`config.mk`:
```
export PLATFORM = sky130hd
export DESIGN_NAME = dbg_regchain
export DESIGN_NICKNAME = d
export VERILOG_FILES = /design/src/rtl/dbgchain_pkg.sv /design/src/rtl/dbgchain_ctrl.sv /design/src/rtl/dbgchain_dp.sv /design/src/rtl/dbg_regchain.sv
export SDC_FILE = /design/constraint.sdc
export NUM_CORES = 1
export LEC_CHECK = 0
export ABC_AREA = 0
export CORE_MARGIN = 2
export CORE_UTILIZATION = 58
export CTS_CLUSTER_DIAMETER = 50
export DETAILED_ROUTE_END_ITERATION = 16
export PLACE_DENSITY = 0.85
export SLEW_MARGIN = 20
export SYNTH_ARGS = -nofsm -noshare
export SYNTH_HDL_FRONTEND = slang
export SYNTH_SLANG_ARGS = --single-unit
```
`constraint.sdc`:
```
create_clock -name tck -period 2.1 [get_ports tck]
set_input_delay 0.315 -clock tck [delete_from_list [all_inputs] [get_ports tck]]
set_output_delay 0.315 -clock tck [all_outputs]
set_load 0.02 [all_outputs]
```
`src/rtl/dbgchain_pkg.sv`:
```
package dbgchain_pkg;
  // Control-to-datapath strobes, one cycle each.
  typedef struct packed {
    logic capture;   // load {last address, last data, ready}
    logic shift;     // move one bit toward tdo
    logic latch;     // accept the shifted request
    logic complete;  // record the finished access
  } chainStrobes_t;
endpackage

```
`src/rtl/dbgchain_ctrl.sv`:
```
module dbgchain_ctrl
  import dbgchain_pkg::*;
(
  input  logic          clk,
  input  logic          rstN,
  input  logic          captureDr,
  input  logic          shiftDr,
  input  logic          updateDr,
  input  logic          flushReq,
  input  logic          regDone,
  output chainStrobes_t strobes,
  output logic          ready,
  output logic          regReq
);
  logic active;
  logic skipBank;

  always_comb begin
    strobes.capture  = captureDr;
    strobes.shift    = shiftDr;
    strobes.latch    = updateDr && ready;
    strobes.complete = active && (skipBank || regDone);
  end

  assign regReq = active && !skipBank;

  always_ff @(posedge clk or negedge rstN) begin
    if (!rstN) begin
      ready    <= 1'b1;
      active   <= 1'b0;
      skipBank <= 1'b0;
    end else if (strobes.latch) begin
      ready    <= 1'b0;
      active   <= 1'b1;
      skipBank <= flushReq;
    end else if (strobes.complete) begin
      ready    <= 1'b1;
      active   <= 1'b0;
      skipBank <= 1'b0;
    end
  end

  assert_latch_drops_ready_R3: assert property (@(posedge clk) disable iff (!rstN)
    (updateDr && ready) |=> !ready);
  assert_done_sets_ready_R5: assert property (@(posedge clk) disable iff (!rstN)
    (regReq && regDone) |=> (ready && !regReq));
  assert_req_held_R5: assert property (@(posedge clk) disable iff (!rstN)
    (regReq && !regDone) |=> regReq);
  assert_flush_no_bank_R8: assert property (@(posedge clk) disable iff (!rstN)
    (updateDr && ready && flushReq) |=> !regReq);
  assert_flush_quick_R8: assert property (@(posedge clk) disable iff (!rstN)
    (active && skipBank) |=> ready);
endmodule

```
`src/rtl/dbgchain_dp.sv`:
```
module dbgchain_dp
  import dbgchain_pkg::*;
#(
  parameter int ADDR_W = 7,
  parameter int DATA_W = 32
) (
  input  logic              clk,
  input  logic              rstN,
  input  chainStrobes_t     strobes,
  input  logic              ready,
  input  logic              tdi,
  output logic              tdo,
  output logic              flushReq,
  output logic [ADDR_W-1:0] regAddr,
  output logic              regWe,
  output logic [DATA_W-1:0] regWdata,
  input  logic [DATA_W-1:0] regRdata
);
  localparam int CHAIN_W = 1 + DATA_W + ADDR_W;
  localparam int DATA_LO = 1;
  localparam int ADDR_LO = 1 + DATA_W;

  logic [CHAIN_W-1:0] shiftReg;
  logic [ADDR_W-1:0]  lastAddr;
  logic [DATA_W-1:0]  lastData;

  wire               inDir  = shiftReg[0];
  wire [DATA_W-1:0]  inData = shiftReg[ADDR_LO-1:DATA_LO];
  wire [ADDR_W-1:0]  inAddr = shiftReg[CHAIN_W-1:ADDR_LO];

  assign tdo      = shiftReg[0];
  assign flushReq = inDir && (inAddr == '0);

  always_ff @(posedge clk or negedge rstN) begin
    if (!rstN) begin
      shiftReg <= '0;
    end else if (strobes.capture) begin
      shiftReg <= {lastAddr, lastData, ready};
    end else if (strobes.shift) begin
      shiftReg <= {tdi, shiftReg[CHAIN_W-1:1]};
    end
  end

  always_ff @(posedge clk or negedge rstN) begin
    if (!rstN) begin
      regAddr  <= '0;
      regWe    <= 1'b0;
      regWdata <= '0;
    end else if (strobes.latch) begin
      regAddr  <= inAddr;
      regWe    <= inDir;
      regWdata <= inData;
    end
  end

  always_ff @(posedge clk or negedge rstN) begin
    if (!rstN) begin
      lastAddr <= '0;
      lastData <= '0;
    end else if (strobes.complete) begin
      lastAddr <= regAddr;
      lastData <= regWe ? regWdata : regRdata;
    end
  end

  assert_capture_ready_R2: assert property (@(posedge clk) disable iff (!rstN)
    strobes.capture |=> (tdo == $past(ready)));
endmodule

```
`src/rtl/dbg_regchain.sv`:
```
module dbg_regchain
  import dbgchain_pkg::*;
#(
  parameter int ADDR_W = 7,
  parameter int DATA_W = 32
) (
  input  logic              tck,
  input  logic              rstN,
  input  logic              captureDr,
  input  logic              shiftDr,
  input  logic              updateDr,
  input  logic              tdi,
  output logic              tdo,
  output logic              regReq,
  output logic [ADDR_W-1:0] regAddr,
  output logic              regWe,
  output logic [DATA_W-1:0] regWdata,
  input  logic [DATA_W-1:0] regRdata,
  input  logic              regDone
);
  chainStrobes_t strobes;
  logic          ready;
  logic          flushReq;

  dbgchain_ctrl i_ctrl (
    .clk(tck), .rstN(rstN), .captureDr(captureDr), .shiftDr(shiftDr),
    .updateDr(updateDr), .flushReq(flushReq), .regDone(regDone),
    .strobes(strobes), .ready(ready), .regReq(regReq)
  );

  dbgchain_dp #(.ADDR_W(ADDR_W), .DATA_W(DATA_W)) i_dp (
    .clk(tck), .rstN(rstN), .strobes(strobes), .ready(ready), .tdi(tdi),
    .tdo(tdo), .flushReq(flushReq), .regAddr(regAddr), .regWe(regWe),
    .regWdata(regWdata), .regRdata(regRdata)
  );

  assert_busy_ignores_update_R4: assert property (@(posedge tck) disable iff (!rstN)
    (updateDr && !ready) |=> ($stable(regAddr) && $stable(regWe) && $stable(regWdata)));
  assert_req_addr_stable_R5: assert property (@(posedge tck) disable iff (!rstN)
    (regReq && !regDone) |=> ($stable(regAddr) && $stable(regWe)));
endmodule

```
==> reports/results.txt, run 1 <==
The number of antenna violations at the first check in global routing came out at 0. Largest delay contributor family on the critical path: buffers and inverters. The pre-antenna-repair detailed-routing pass consisted of 6 iterations. After layout, the minimum clock period comes to 1.91 ns.

For the first-iteration detailed-routing DRC count, the log shows 228. In this run the most used layer during global routing was met2. Traced cell by cell, the critical path runs through clkdlybuf4s50_1.

After detailed routing, the total wire length is 12.4 mm. In the final layout, flip-flops and latches occupy 0.00306 mm2. The standard-cell row count was 34; the number of nets with antenna violations after detailed routing was 0. In the global route stage, met2 resource usage came out at 45.7%. The number of max-slew violations in the final report was 0. The count of state elements after synthesis was 122; the worst-case hold slack was 0.290 ns. OpenSTA, run right after detailed placement, puts the worst setup slack at 0.291 ns. The endpoint of the lowest-slack register-to-register path was i_dp.lastData[14]$_DFFE_PN0P_. The post-route netlist has 18.9% of its cells at a drive strength greater than 1. The worst register-to-register path has a depth of 4. The final route contains 3,665 vias. For this design the ratio of total power to cell area is 825 mW/mm2. Summed over all failing endpoints, the final setup total negative slack is 0 ns. The logs give 501 for the number of fill cells and 0.00980 mm2 for the area of the die. The tools report the hold violation count in the final report as 0.

Setup repair after global routing left no endpoint under its margin. The hold path endpoint is i_dp.shiftReg[12]$_DFFE_PN0P_. For the final-stage net count, the log shows 550. The worst setup path category is flip-flop to output pin. TritonCTS built the clock tree. The first global-routing pass estimated 20.1 mm of wire. The tools report the area of the placeable core as 0.00872 mm2.

The slowest stage of the critical path belongs to the cell clkdlybuf4s50_1. Sequential elements use 58.4% of the synthesized area. CTS built an H-tree with a depth of 4. The post-CTS clock slew at the launch and capture registers of the worst setup and hold paths works out to 0.06 ns. The per-cell via count in the routed design came out at 5.80. The buffering stage count on the worst path with inverters included was 1; the post-layout worst setup margin was 0.193 ns.

The detailed-route wire length per cell is 19.6 um, and the latest clock arrival within the worst-skew pair is 0.52 ns. For the cell total after placement, the log shows 599. The area growth from synthesis to layout is 29.8%. The clock root buffer master is clkbuf_8. The run gives 0.00638 ns as the worst setup skew after layout. Number of top-level design ports: 81. The highest achievable clock rate is 524 MHz. Total number of clock tree sinks: 122. The largest single stage delay on the critical path is 0.64 ns. In this run the worst path has a maximum fanout of 4. In the layout the commonest cells are dfrtp_1 (120), clkdlybuf4s50_1 (76), nand2_1 (75). The cell area that synthesis handed to floorplanning was 0.00523 mm2. The data arrival time at the worst-slack endpoint is 1.59 ns, and the global-route track usage on met3 is 7.52%. The tools report the endpoint type of the worst setup path as an output pin. After detailed routing, the number of remaining DRC violations is 0.

The worst hold path was traced through 3 stages. The net count of the mapped netlist is 465, and the required time reported for the critical path endpoint is 1.78 ns. The worst register-to-register path has a setup slack of 0.57 ns. The final weighted congestion of routability-driven global placement was 0.746. For the number of max-capacitance violations reported, the log shows 0.

Summed over all nets, the half-perimeter wirelength after detailed placement is 7.34 mm. Synthesized instance count: 426. The flow ran to the end, and the final reports show no timing, DRC or antenna violations.

The leakage power figure is 3.15 nW, and the overall track demand over capacity in global routing is 27.1%. Synthesis instantiated 19 different standard cells from the library. Most common cell after layout, fill and taps aside: dfrtp_1.

0 antenna diodes ended up in the layout. The run gives 0 as the total congestion overflow after global routing. Entering global routing, the biggest net connects 54 pins. The logs give 632 for the final standard cell count with taps included and fillers excluded and 17 for the number of buffers created by CTS. At the pin with the least slew margin, the transition time is 0.702 ns. For this run, the number of Yosys warnings is 0.

In this run the tightest slew margin relative to its limit is 53.2%. IR analysis of the VDD net gives a maximum drop of 0.505 mV. For this run, global-route usage on met1 was measured as 33.9%.

Averaged over all synthesized cells, the footprint is 12.3 um2. For the placed instance area, the log shows 0.00616 mm2. The via count of the first global-routing pass is 3,910, and the number of buffers inserted by port buffering is 80. Launch point of the worst hold path: captureDr.

Measured along the x axis, the die boundary spans 99.0 um. For the summed area of non-filler cells in the final layout, the log shows 0.00679 mm2. Share of the clock period used by the worst path after layout: 90.8%. The maximum number of buffers from clock root to sink is 2, and the starting density of the core is 60.0%. The origin of the critical flop-to-flop path is i_ctrl.skipBank$_DFFE_PN0P_. The min-delay analysis places its worst path in the category input port to flip-flop. The tools report the kind of start point of the critical path as a flip-flop. The floorplan step set the die height to 99.0 um. In the final layout, the multi-input gates occupy 0.00199 mm2. Setup violations remaining at the end of the flow were counted as 0.
==> sequential cells by signal, indices dropped and copies added (netlist names) <==
| register | count |
|---|---|
| i_ctrl.active | 1 |
| i_ctrl.ready | 1 |
| i_ctrl.skipBank | 1 |
| i_dp.lastAddr | 7 |
| i_dp.lastData | 32 |
| i_dp.regAddr | 7 |
| i_dp.regWdata | 32 |
| i_dp.regWe | 1 |
| i_dp.shiftReg | 40 |
==> cells by family after synthesis <==
group                  synth area share, %
muxes                                 24.6
DFF                                   58.4
AOI/OAI and AO/OA                     7.29
buffers and inverters                 3.54
and+or+nand+nor                       6.22
==> tightest hold or removal path: cells and delay by family <==
family	cells	cell delay, ns
AOI/OAI and AO/OA	1	0.07
and+or+nand+nor	1	0.11
buffers and inverters	1	0.26
==> per-layer routing <==
| layer | vias up | share of wire (%) |
|---|---|---|
| li1 | 1652 | - |
| met1 | 1836 | 41 |
| met2 | 156 | 51 |
| met3 | 21 | 6.1 |
| met4 | 0 | 1.8 |
| met5 | - | 0 |
==> final cells by class <==
cell class / instances / share of cell area (%)
Timing Repair Buffer: 95 / 14.6
Clock buffer: 20 / 6.56
Tap cell: 108 / 1.99
Clock inverter: 12 / 2.52
Sequential cell: 122 / 45.0
Multi-Input combinational cell: 275 / 29.4
==> synthesized netlist by cell type (all sizes together) <==
cell type  instances  area (um2)
dfrtp            121        3030
nand2             76         293
o21ai             74         382
mux2i             73         731
mux2              47         556
buf               18         141
clkbuf            11        43.8
dfstp              1        26.3
nand3b             1        7.51
nor2               1        3.75
nor2b              1        6.26
nor4               1        6.26
nor4b              1        8.76
==> per-stage QoR <==
step           power (mW)  utilization [%]
6_report             5.60             77.9
5_1_grt              5.75             77.9
4_1_cts              5.63             77.9
3_5_place_dp         2.62             70.7
3_3_place_gp         2.61             70.7
2_1_floorplan        2.47                -
==> power by group <==
group | switching [mW] | internal, mW
logic | 0.118 | 0.105
registers | 0.00298 | 2.35
clock network | 1.04 | 1.98
==> repair_timing <==
action / in CTS / in global routing
gates resized for setup: 1 / 0
buffers inserted: 0 / 0
endpoints found under the hold margin: 48 / 0
setup endpoints to repair: 1 / 0
hold buffers: 1 / 0
==> worst max-delay path by stage <==
stage | from | slack, ns | cells past startpoint | end
after floorplan | i_ctrl.skipBank$_DFFE_PN0P_ | 0.90 | 3 | i_dp.lastAddr[1]$_DFFE_PN0P_
after global placement | regDone | 0.33 | 3 | i_dp.lastAddr[6]$_DFFE_PN0P_
after CTS | i_dp.shiftReg[0]$_DFFE_PN0P_ | 0.18 | 1 | tdo
final | i_dp.shiftReg[0]$_DFFE_PN0P_ | 0.19 | 1 | tdo
after global routing | i_dp.shiftReg[0]$_DFFE_PN0P_ | 0.11 | 1 | tdo
after detailed placement | regDone | 0.29 | 4 | i_dp.lastData[1]$_DFFE_PN0P_
Note: power is estimated with default switching activity, not from simulation.
==> run 2, diff against run 1 <==
--- a/config.mk
+++ b/config.mk
@@ -8,7 +8,6 @@
 export ABC_AREA = 0
 export CORE_MARGIN = 2
 export CORE_UTILIZATION = 58
-export CTS_CLUSTER_DIAMETER = 50
 export DETAILED_ROUTE_END_ITERATION = 16
 export PLACE_DENSITY = 0.85
 export SLEW_MARGIN = 20
==> results of run 2 <==
Same layout as run 1: the final DEF is identical, and so are final timing and power.
==> run 3, diff against run 2 <==
--- a/config.mk
+++ b/config.mk
@@ -10,7 +10,9 @@
 export CORE_UTILIZATION = 58
 export DETAILED_ROUTE_END_ITERATION = 16
 export PLACE_DENSITY = 0.85
+export SETUP_SLACK_MARGIN = 0.05
 export SLEW_MARGIN = 20
 export SYNTH_ARGS = -nofsm -noshare
 export SYNTH_HDL_FRONTEND = slang
 export SYNTH_SLANG_ARGS = --single-unit
+export TNS_END_PERCENT = 50
==> results of run 3 <==
Same layout as run 1: the final DEF is identical, and so are final timing and power.
